File: src/rtl/pwr_mgr_pkg.sv
package pwr_mgr_pkg;
  localparam int FIELD_W = 2;
  localparam logic [FIELD_W-1:0] PS_ON  = 2'b00;
  localparam logic [FIELD_W-1:0] PS_OFF = 2'b11;

  function automatic logic ps_legal(input logic [FIELD_W-1:0] v);
    return (v == PS_ON) || (v == PS_OFF);
  endfunction
endpackage

File: src/rtl/pwr_state_reg.sv
module pwr_state_reg
  import pwr_mgr_pkg::*;
(
  input  logic               clk,
  input  logic               rst,
  input  logic               wr_en,
  input  logic [FIELD_W-1:0] wr_data,
  output logic [FIELD_W-1:0] state,
  output logic               fn_rst
);
  logic accept;
  logic wake_edge;

  always_comb begin
    accept    = wr_en && ps_legal(wr_data);
    wake_edge = accept && (state == PS_OFF) && (wr_data == PS_ON);
  end

  always_ff @(posedge clk) begin
    if (rst) begin
      state  <= PS_ON;
      fn_rst <= 1'b0;
    end else begin
      if (accept) state <= wr_data;
      fn_rst <= wake_edge;
    end
  end
endmodule

File: src/rtl/pwr_gate.sv
module pwr_gate
  import pwr_mgr_pkg::*;
(
  input  logic               clk,
  input  logic               rst,
  input  logic [FIELD_W-1:0] state,
  input  logic               mmio_req,
  input  logic               irq_src,
  output logic               mmio_fwd,
  output logic               mmio_abort,
  output logic               irq_out,
  output logic               dbg_en
);
  logic is_on;
  assign is_on = (state == PS_ON);

  always_ff @(posedge clk) begin
    if (rst) begin
      mmio_fwd   <= 1'b0;
      mmio_abort <= 1'b0;
      irq_out    <= 1'b0;
      dbg_en     <= 1'b1;
    end else begin
      mmio_fwd   <= mmio_req && is_on;
      mmio_abort <= mmio_req && !is_on;
      irq_out    <= irq_src && is_on;
      dbg_en     <= is_on;
    end
  end
endmodule

File: src/rtl/pwr_wake.sv
module pwr_wake
  import pwr_mgr_pkg::*;
#(
  parameter int N_PORTS = 4
) (
  input  logic               clk,
  input  logic               rst,
  input  logic [FIELD_W-1:0] state,
  input  logic [N_PORTS-1:0] port_wake,
  input  logic [N_PORTS-1:0] wake_en,
  output logic               pme_req
);
  logic [N_PORTS-1:0] qual;

  for (genvar i = 0; i < N_PORTS; i++) begin : g_port
    assign qual[i] = port_wake[i] & wake_en[i];
  end

  always_ff @(posedge clk) begin
    if (rst) pme_req <= 1'b0;
    else     pme_req <= (state == PS_OFF) && (|qual);
  end
endmodule

File: src/rtl/dev_pwr_mgr.sv
module dev_pwr_mgr
  import pwr_mgr_pkg::*;
#(
  parameter int N_PORTS = 4
) (
  input  logic               clk,
  input  logic               rst,
  input  logic               cfg_wr_en,
  input  logic [1:0]         cfg_wr_data,
  output logic [1:0]         pstate,
  output logic               fn_rst,
  input  logic               mmio_req,
  output logic               mmio_fwd,
  output logic               mmio_abort,
  input  logic               irq_src,
  output logic               irq_out,
  output logic               dbg_en,
  input  logic [N_PORTS-1:0] port_wake,
  input  logic [N_PORTS-1:0] wake_en,
  output logic               pme_req
);
  logic [FIELD_W-1:0] cur_state;

  pwr_state_reg u_state (
    .clk    (clk),
    .rst    (rst),
    .wr_en  (cfg_wr_en),
    .wr_data(cfg_wr_data),
    .state  (cur_state),
    .fn_rst (fn_rst)
  );

  pwr_gate u_gate (
    .clk       (clk),
    .rst       (rst),
    .state     (cur_state),
    .mmio_req  (mmio_req),
    .irq_src   (irq_src),
    .mmio_fwd  (mmio_fwd),
    .mmio_abort(mmio_abort),
    .irq_out   (irq_out),
    .dbg_en    (dbg_en)
  );

  pwr_wake #(.N_PORTS(N_PORTS)) u_wake (
    .clk      (clk),
    .rst      (rst),
    .state    (cur_state),
    .port_wake(port_wake),
    .wake_en  (wake_en),
    .pme_req  (pme_req)
  );

  assign pstate = cur_state;
endmodule

File: config.mk
export PLATFORM = sky130hd
export DESIGN_NAME = dev_pwr_mgr
export DESIGN_NICKNAME = d
export VERILOG_FILES = /design/src/rtl/pwr_mgr_pkg.sv /design/src/rtl/pwr_state_reg.sv /design/src/rtl/pwr_gate.sv /design/src/rtl/pwr_wake.sv /design/src/rtl/dev_pwr_mgr.sv
export SDC_FILE = /design/constraint.sdc
export NUM_CORES = 1
export LEC_CHECK = 0
export BUFFER_PORTS_ARGS = -buffer_cell sky130_fd_sc_hd__clkbuf_2
export CAP_MARGIN = 30
export CORE_AREA = 2 2 39 41
export DETAILED_ROUTE_END_ITERATION = 8
export DIE_AREA = 0 0 41 43
export SLEW_MARGIN = 25
export SYNTH_ARGS = -nofsm -noshare
export SYNTH_HDL_FRONTEND = slang
export SYNTH_SLANG_ARGS = --single-unit
File: constraint.sdc
create_clock -name clk -period 1 [get_ports clk]
set_input_delay 0.05 -clock clk [delete_from_list [all_inputs] [get_ports clk]]
set_output_delay 0.05 -clock clk [all_outputs]
set_load 0.03 [all_outputs]
==> qor.txt <==
# clock sinks: 8
Final non-filler cell total: 69
Status: complete, no violations
Syn_nets: 44
Top cell type's share of synthesized area: 0.540
Hold_buf cts: 0
Fin util: 0.326
# rows: 14
Power Density: 1550 nW/um^2
Critical-path cell list: clkbuf_2
Die Ht: 43 um
Worst slew pin tran: 220 ps
MaxCap Viol Count: 0
Worst reg2reg setup slack: 190 ps
Worst-path maximum fanout: 6
Final nets: 71
Area Overhead vs Synth: 52.3%
Max-slew headroom: 0.851
Die X: 41 um
Initial core utilization: 0.214
Worst path arrival time: 840 ps
Post-synth EDFFs: 0
Placed cell count: 66
Post-Synthesis Cell Area: 297 um^2
First-pass GRT wire length: 966 um
Synthesis Warnings: 0
Count leader, synth: dfxtp_1
Seq/Total Area, Yosys: 0.540
Final clock skew: 3.87 ps
Skew-Pair Late Insertion Delay: 250 ps
R2r worst-path depth: 2
N_diodes: 0
Critical hold path startpoint: mmio_req
Post-place setup slack: -31.2 ps
Main area contributors after synthesis: dfxtp_1 (54%), mux2i_1 (6.8%), nor3_1 (5.1%)
Largest net degree at the start of global routing: 8
CTS-repair resized insts: 0
Final instance area: 452 um^2
Final Critical Period: 886 ps
Avg WL per Cell: 9.01 um
Crit Path Class: flop to primary output
Worst setup margin: 114 ps
Port buffer count: 22
Crit-path slowest cell: dfxtp_2
F_max: 1.13 GHz
Critical R2R Launch: u_state.state[0]
Layout cells sized above 1: 0.566
Tcrit/Tclk final: 0.886
Post CTS Setup Buffer Count: 0
CP bufs+invs: 1
CTS tree: done
RSZ-0062 raised after global routing: false
Delay-heaviest family, CP: flip-flops
Root buffer cell: clkbuf_4
Routed vias/inst: 4.20
Grt total ovfl: 0
Hold Vio Cnt, Final: 0
Placed cell area: 429 um^2
Hold endpoint: u_gate.mmio_abort
Clock Pin Slew Worst Setup and Hold Paths: 50 ps
Vias in the first global route: 269
Antenna-violating nets left: 0
Drt first pass iters: 2
Total power: 0.699 mW
Placer Congestion: 0.580
Post-synthesis cell count: 28
Via Count: 290
WP data required: 950 ps
Seq cells post-synth: 8
Core area: 1380 um^2
Cell taking the most area after synthesis: dfxtp_1
Overall Global Routing Usage: 0.0847
Maximum VDD drop: 0.536 mV
Asr flop ratio synth: 0
Number of DRC markers in iteration 0: 2
Max clock buf depth: 2
CTS Buf Count: 3
Max incr delay on CP: 370 ps
Synth Area per Inst: 10.6 um^2
Total wire length: 622 um
# H-tree levels: 1
Setup violations, final: 0
IO Count: 23
Initial antenna violation count: 0
Post-synth top flop: dfxtp_1
Hold path depth: 3
DR DRC count: 0
Top cells by count, synth: dfxtp_1 (8), nor2_1 (4), nor3_1 (3)
Worst hold path type: input port to flop
Die footprint: 1760 um^2
Reg2reg end: u_gate.dbg_en
Netlist cell types: 13
Post-DP HPWL: 534 um
CP endpoint kind: primary output
Startpoint Class: flop
Final Max Slew Viols: 0
Leak: 0.229 nW
==> registers in the layout, indices dropped and copies added (netlist names) <==
signal / flops
u_wake.pme_req: 1
u_gate.mmio_abort: 1
u_gate.mmio_fwd: 1
u_gate.dbg_en: 1
u_state.state: 2
u_gate.irq_out: 1
u_state.fn_rst: 1
==> stage by stage <==
| stage | hold WS, ps | TNS [ps] |
|---|---|---|
| 6_report | 45.7 | 0 |
| 5_1_grt | 44.5 | 0 |
| 4_1_cts | 42.4 | 0 |
| 3_5_place_dp | 311 | -45.8 |
| 3_3_place_gp | 307 | -12.8 |
| 2_1_floorplan | 115 | 0 |
==> area by class of cell <==
| class | instances | area [um^2] |
|---|---|---|
| inverters | 2 | 7.51 |
| fillers | 150 | 932 |
| flip-flops and latches | 8 | 163 |
| clock buffers | 3 | 22.5 |
| well taps | 16 | 20.0 |
| repair buffers | 22 | 110 |
| multi-input cells | 18 | 129 |
==> worst max path at each step <==
stage	start	end	slack, ps	cells past startpoint
after floorplan	u_state.state[0]	u_gate.dbg_en	100	2
after global placement	cfg_wr_data[0]	u_state.state[1]	-10	6
after detailed placement	cfg_wr_data[0]	u_state.state[1]	-30	6
after CTS	u_state.state[0]	pstate[0]	100	1
after global routing	u_state.state[1]	pstate[1]	60	1
final	u_state.state[0]	pstate[0]	110	1
==> kinds of logic after synthesis <==
| logic type | Yosys count | synth area share |
|---|---|---|
| simple gates | 13 | 0.245 |
| fa+ha+maj | 1 | 0.0422 |
| buf+inv | 2 | 0.0253 |
| compound gates | 2 | 0.0802 |
| mux | 2 | 0.0675 |
| flops | 8 | 0.540 |
==> layout by cell type, fill, tap and decap left out, drive strengths merged <==
cell type  count
or2            1
nand2b         1
nor2           4
dfxtp          8
ha             1
clkbuf        25
a221oi         1
nor3           3
inv            2
nor2b          1
nand2          2
mux2i          2
a22o           1
nor4b          1
==> report_power, final <==
group	total, mW	switching (mW)	internal, mW
Sequential	0.345	0.00956	0.335
Combinational	0.120	0.0658	0.0538
Clock	0.234	0.0978	0.137
Total	0.699	0.173	0.525
==> routing by layer <==
layer  track usage  share of wire
met5             0              0
met3        0.0314           0.14
met4        0.0800              0
met2         0.109           0.44
met1         0.101           0.42
No activity file was read; power rests on OpenSTA's default activity.
